<file path="config.mk">
export PLATFORM = sky130hd
export DESIGN_NAME = cmcu_seq_top
export DESIGN_NICKNAME = d
export VERILOG_FILES = /design/src/rtl/cmcu_pkg.sv /design/src/rtl/cmcu_ctrl_store.sv /design/src/rtl/cmcu_chain_select.sv /design/src/rtl/cmcu_addr_xform.sv /design/src/rtl/cmcu_seq_top.sv
export SDC_FILE = /design/constraint.sdc
export NUM_CORES = 1
export LEC_CHECK = 0
export BUFFER_PORTS_ARGS = -buffer_cell sky130_fd_sc_hd__buf_2
export CAP_MARGIN = 10
export CORE_AREA = 8 8 45 47
export CTS_CLUSTER_DIAMETER = 150
export DETAILED_ROUTE_END_ITERATION = 6
export DIE_AREA = 0 0 53 55
export SLEW_MARGIN = 20
export SYNTH_ARGS = -nofsm -noshare
export SYNTH_HDL_FRONTEND = slang
export SYNTH_SLANG_ARGS = --single-unit
</file>
<file path="constraint.sdc">
create_clock -name clk -period 4.42 [get_ports clk]
set_clock_uncertainty 0.15 [all_clocks]
set_input_delay 0.884 -clock clk [delete_from_list [all_inputs] [get_ports clk]]
set_output_delay 0.884 -clock clk [all_outputs]
set_load 0.02 [all_outputs]
</file>
<file path="src/rtl/cmcu_pkg.sv">
// Package: shared sizes, chain codes and entry addresses for the
// compositional microprogram sequencer.
// Assumes the fixed eight-word microprogram that is described in the brief.
package cmcu_pkg;

    // Counter width; the control store has 2**ADDR_W words.
    localparam int ADDR_W  = 3;
    // Width of the chain-code register.
    localparam int CHAIN_W = 2;
    // Width of the entry code; only the low bit is ever non-zero.
    localparam int ENTRY_W = 1;
    // Number of microoperation lines.
    localparam int MO_W    = 5;
    // Control word width: the microoperations plus the continuation flag.
    localparam int WORD_W  = MO_W + 1;

    // Chain codes.
    localparam logic [CHAIN_W-1:0] CH_A   = 2'b00;
    localparam logic [CHAIN_W-1:0] CH_B   = 2'b01;
    localparam logic [CHAIN_W-1:0] CH_C   = 2'b10;
    localparam logic [CHAIN_W-1:0] CH_BAD = 2'b11;

    // Entry codes.
    localparam logic [ENTRY_W-1:0] ENT_FIRST  = '0;
    localparam logic [ENTRY_W-1:0] ENT_SECOND = ENTRY_W'(1);

    // Entry addresses that the address transformer produces.
    localparam logic [ADDR_W-1:0] A_HEAD  = 3'd0;
    localparam logic [ADDR_W-1:0] A_MID   = 3'd3;
    localparam logic [ADDR_W-1:0] B_HEAD  = 3'd5;
    localparam logic [ADDR_W-1:0] C_HEAD  = 3'd7;

endpackage

</file>
<file path="src/rtl/cmcu_ctrl_store.sv">
// Control store: a combinational read of the microinstruction at addr_i.
// Word layout is {continuation, mo[MO_W-1:0]}; mo bit k-1 is microoperation k.
// Assumes ADDR_W = 3 and MO_W = 5, which the stored program requires.
module cmcu_ctrl_store #(
    parameter int ADDR_W = cmcu_pkg::ADDR_W,
    parameter int MO_W   = cmcu_pkg::MO_W
) (
    input  logic [ADDR_W-1:0] addr_i,
    output logic              cont_o,
    output logic [MO_W-1:0]   mo_o
);
    localparam int WORD_W = MO_W + 1;

    logic [WORD_W-1:0] word;

    // Decode the address into the stored word.
    always_comb begin
        case (addr_i)
            3'd0:    word = WORD_W'(6'b1_00011);
            3'd1:    word = WORD_W'(6'b1_00101);
            3'd2:    word = WORD_W'(6'b1_00011);
            3'd3:    word = WORD_W'(6'b1_00100);
            3'd4:    word = WORD_W'(6'b0_10010);
            3'd5:    word = WORD_W'(6'b1_01001);
            3'd6:    word = WORD_W'(6'b0_00100);
            3'd7:    word = WORD_W'(6'b0_00101);
            default: word = '0;
        endcase
    end

    // Split the word into its microoperation lines and the continuation flag.
    for (genvar i = 0; i < MO_W; i++) begin : g_mo
        assign mo_o[i] = word[i];
    end
    assign cont_o = word[WORD_W-1];

endmodule

</file>
<file path="src/rtl/cmcu_chain_select.sv">
// Transition stage: from the current chain code and the logic conditions,
// selects the next chain and a short entry code. It is used only when a
// chain ends. Assumes that the chains of the brief leave from their last words.
module cmcu_chain_select #(
    parameter int CHAIN_W = cmcu_pkg::CHAIN_W,
    parameter int ENTRY_W = cmcu_pkg::ENTRY_W
) (
    input  logic [CHAIN_W-1:0] chain_i,
    input  logic               x1_i,
    input  logic               x2_i,
    output logic [CHAIN_W-1:0] next_chain_o,
    output logic [ENTRY_W-1:0] entry_o
);
    import cmcu_pkg::*;

    // Next-chain and entry-code selection.
    always_comb begin
        next_chain_o = CH_A;
        entry_o      = ENT_FIRST;
        case (chain_i)
            CH_A: begin
                if (x1_i) begin
                    next_chain_o = CH_B;
                end else if (x2_i) begin
                    next_chain_o = CH_C;
                end else begin
                    next_chain_o = CH_A;
                    entry_o      = ENT_SECOND;
                end
            end
            CH_B:    next_chain_o = CH_C;
            CH_C:    next_chain_o = CH_B;
            default: begin
                next_chain_o = CH_A;
                entry_o      = ENT_FIRST;
            end
        endcase
    end

endmodule

</file>
<file path="src/rtl/cmcu_addr_xform.sv">
// Address transformer: maps the pair (chain code, entry code) to the full
// entry address of the chain. Only entry bit 0 is examined, because the entry
// codes keep their upper bits at zero. An unused chain code maps to address 0.
module cmcu_addr_xform #(
    parameter int ADDR_W  = cmcu_pkg::ADDR_W,
    parameter int CHAIN_W = cmcu_pkg::CHAIN_W,
    parameter int ENTRY_W = cmcu_pkg::ENTRY_W
) (
    input  logic [CHAIN_W-1:0] chain_i,
    input  logic [ENTRY_W-1:0] entry_i,
    output logic [ADDR_W-1:0]  addr_o
);
    import cmcu_pkg::*;

    // Product terms of the transformer.
    always_comb begin
        case (chain_i)
            CH_A:    addr_o = entry_i[0] ? A_MID : A_HEAD;
            CH_B:    addr_o = B_HEAD;
            CH_C:    addr_o = C_HEAD;
            default: addr_o = A_HEAD;
        endcase
    end

endmodule

</file>
<file path="src/rtl/cmcu_seq_top.sv">
// Top level of the compositional microprogram sequencer.
// The program counter steps inside a chain. At the end of a chain, the
// counter takes the transformed entry address and the chain register takes
// the new chain code, both on the same edge. The reset is synchronous and
// active-low. The outputs are read combinationally from the control store.
module cmcu_seq_top #(
    parameter int ADDR_W  = cmcu_pkg::ADDR_W,
    parameter int CHAIN_W = cmcu_pkg::CHAIN_W,
    parameter int ENTRY_W = cmcu_pkg::ENTRY_W,
    parameter int MO_W    = cmcu_pkg::MO_W
) (
    input  logic            clk,
    input  logic            rst_n,
    input  logic            x1,
    input  logic            x2,
    output logic [MO_W-1:0] y
);
    import cmcu_pkg::*;

    logic [ADDR_W-1:0]  pc_q;
    logic [CHAIN_W-1:0] chain_q;
    logic               cont;
    logic [CHAIN_W-1:0] next_chain;
    logic [ENTRY_W-1:0] entry;
    logic [ADDR_W-1:0]  xf_addr;

    cmcu_ctrl_store #(.ADDR_W(ADDR_W), .MO_W(MO_W)) store_i (
        .addr_i (pc_q),
        .cont_o (cont),
        .mo_o   (y)
    );

    cmcu_chain_select #(.CHAIN_W(CHAIN_W), .ENTRY_W(ENTRY_W)) sel_i (
        .chain_i      (chain_q),
        .x1_i         (x1),
        .x2_i         (x2),
        .next_chain_o (next_chain),
        .entry_o      (entry)
    );

    cmcu_addr_xform #(.ADDR_W(ADDR_W), .CHAIN_W(CHAIN_W), .ENTRY_W(ENTRY_W)) xf_i (
        .chain_i (next_chain),
        .entry_i (entry),
        .addr_o  (xf_addr)
    );

    // Counter and chain register: step, load at the end of a chain, or reset.
    always_ff @(posedge clk) begin
        if (!rst_n) begin
            pc_q    <= A_HEAD;
            chain_q <= CH_A;
        end else if (cont) begin
            pc_q    <= pc_q + ADDR_W'(1);
        end else begin
            pc_q    <= xf_addr;
            chain_q <= next_chain;
        end
    end

endmodule

</file>
==> metrics.yaml <==
post_drt_wl_per_cell_um: 11.3
track_usage: 0.0713
critical_path_class: "in2reg"
fin_crit_sh: 0.548
crit_fanout: 7
yosysMostFrequentCell: "dfxtp_1"
synth_top_area_share: 0.437
fmax_mhz: 413
relSlewSlack: 0.754
start_util: 0.364
muxShareOfSynthArea: 0.0199
arrival_ns: 2.40
synthAdderAreaFrac: 0.0744
layout_setup_ws_ns: 2.00
tritoncts: "yes"
switching_share: 0.382
leakage_nw: 0.255
hold_path_class: "reg2reg"
post_cts_resized: 0
clkLatencyLatePin_ns: 0.26
fp.dieW_um: 53
crit_chain: "buf_2 -> nor2b_1 -> o21bai_1 -> ha_1 -> o21bai_1 -> a221oi_4 -> nor4b_2 -> a21oi_1"
synthArstFlopShare: 0
via_count: 366
synth_area_um2: 504
syn-mean-instance-area_um2: 10.1
overflow: 0
synth_xor_area_frac: 0.0174
path_clk_slew_ns: 0.06
cts_max_path_buffers: 2
ir_worst_vdd_uv: 328
synth.yosys.warnings: 0
cts_root_buffer: "clkbuf_4"
drive_above_1_share: 0.295
max_cap_violations: 0
yosys_most_used_dff: "dfxtp_1"
yosys-top-cells-count: "dfxtp_1, nor2_1, nand2_1"
synth_compound_area_frac: 0.203
critPathRequiredTime_ns: 4.40
setup_viol: 0
die_h_um: 55
drtAntennaViolNets: 0
startpoint_type: "primary input"
pre_cts_ws_ns: 1.70
numCtsBuffers: 3
avgViaCountPerCell: 4.75
critPathSlowestCell: "a221oi_4"
place_congestion: 0.709
io_pins: 9
seqCellArea_um2: 220
clkPwrFrac: 0.167
n_antenna_cell: 0
dpl.hpwl_um: 684
synthSimpleGateAreaFrac: 0.191
hold_viol_final: 0
sequentialPowerShare: 0.412
rsz0062_at_grt: "false"
crit_path_end_kind: "flop"
nFillCells: 141
layout_min_cycle_time_ns: 2.42
io_buffers: 8
route.detailed.drc: 0
grt_pass1_wl_um: 1550
yosysTopAreaCell: "dfxtp_1"
drt-initial-drc-count: 5
area_growth_syn_to_layout_pct: 14.4
cts_setup_buffers: 0
die_area_um2: 2920
synth.ff_latch_count: 11
synth_top_family_by_area: "compound AO/OA/AOI/OAI gates"
grt_max_degree: 12
timing.setup.tns_ns: 0
yosys-top-cells-area: "dfxtp_1, ha_1, a221oi_4"
netlist_instances: 50
routed_wl_um: 870
internal_power_uw: 235
nets: 69
report.final.slew_viol_count: 0
synth.distinct_cells: 23
tightest_slew_ns: 0.368
postCtsHoldBufs: 0
grt_pass1_vias: 394
firstDrtPassIters: 2
fp.coreArea_um2: 1380
power_per_cell_area_nw_per_um2: 661
synth_fp_nets: 57
clock-sinks: 11
switchingPower_uw: 146
crit_path_frequent_cell: "o21bai_1"
rows: 14
cts_max_level: 1
synth_edf_count: 0
antenna_found_initial: 0
multi_input_area_um2: 255
outcome: "finished, final reports clean"
critical_path.max_stage_delay_ns: 0.40
yosysSeqAreaShare: 0.437
p_comb_frac: 0.421
## cell usage in the layout, fill, tap and decap left out, drive strengths merged, types with 3 or more instances in the layout
cell / instances
a21oi: 4
buf: 8
clkbuf: 4
dfxtp: 11
ha: 3
inv: 4
nand2: 4
nor2: 5
o21ai: 3
or2: 3
## per-stage QoR
step / power (mW) / util / hold slack (ns) / area (um2) / cells
CTS: 0.388 / 0.417 / 0.435 / 577 / 77
global placement: 0.319 / 0.398 / 0.420 / 551 / 73
floorplan: 0.291 / - / 0.381 / 504 / 50
detailed placement: 0.322 / 0.398 / 0.423 / 551 / 73
global route: 0.415 / 0.417 / 0.478 / 577 / 77
finish: 0.381 / 0.417 / 0.427 / 577 / 77
## final cells by class
type / count / share of cell area
Clock buffer: 4 / 0.0456
Timing Repair Buffer: 8 / 0.0694
Multi-Input combinational cell: 34 / 0.443
Sequential cell: 11 / 0.382
Tap cell: 16 / 0.0347
Inverter: 4 / 0.0260
## registers in the layout (all words and copies together), names as in the netlist
signal        flops
chain_q           2
pc_q              3
store_i.word      6
## metal layers
layer,wire [um],GRT usage,vias up
li1,-,-,195
met1,434,0.0814,159
met2,343,0.107,10
met3,78,0.0348,2
met4,13,0.0388,0
met5,0,0,-
## logic make-up (layout without fill, tap and decap cells)
| family | Yosys count | in the layout |
|---|---|---|
| muxes | 1 | 1 |
| xor gates and xnor gates | 1 | 1 |
| buffers and inverters | 5 | 16 |
| AOI/OAI and AO/OA | 12 | 12 |
| and+or+nand+nor | 17 | 17 |
| DFF | 11 | 11 |
| adders and majority gates | 3 | 3 |
## worst max-delay path: cells and delay by family
| kind | cells | cell delay (ns) |
|---|---|---|
| compound gates | 4 | 0.79 |
| fa+ha+maj | 1 | 0.24 |
| buf+inv | 1 | 0.11 |
| simple gates | 2 | 0.39 |
## power groups by stage
| stage | clock [mW] | sequential (mW) | combinational [mW] |
|---|---|---|---|
| 6_report | 0.0636 | 0.157 | 0.160 |
| 5_1_grt | 0.0715 | 0.163 | 0.181 |
| 4_1_cts | 0.0666 | 0.157 | 0.165 |
| 3_5_place_dp | 0 | 0.159 | 0.164 |
| 3_3_place_gp | 0 | 0.160 | 0.159 |
| 2_1_floorplan | 0 | 0.168 | 0.124 |
## path summary, 6_finish.rpt
kind	from	end	slack, ns	depth (start not counted)
setup / recovery	x2	store_i.word[0]	2.00	8
hold / removal	chain_q[0]	chain_q[0]	0.43	2
setup reg to reg	chain_q[1]	store_i.word[4]	2.34	7
hold reg to reg	chain_q[0]	chain_q[0]	0.43	2
No activity file was read; power rests on OpenSTA's default activity.
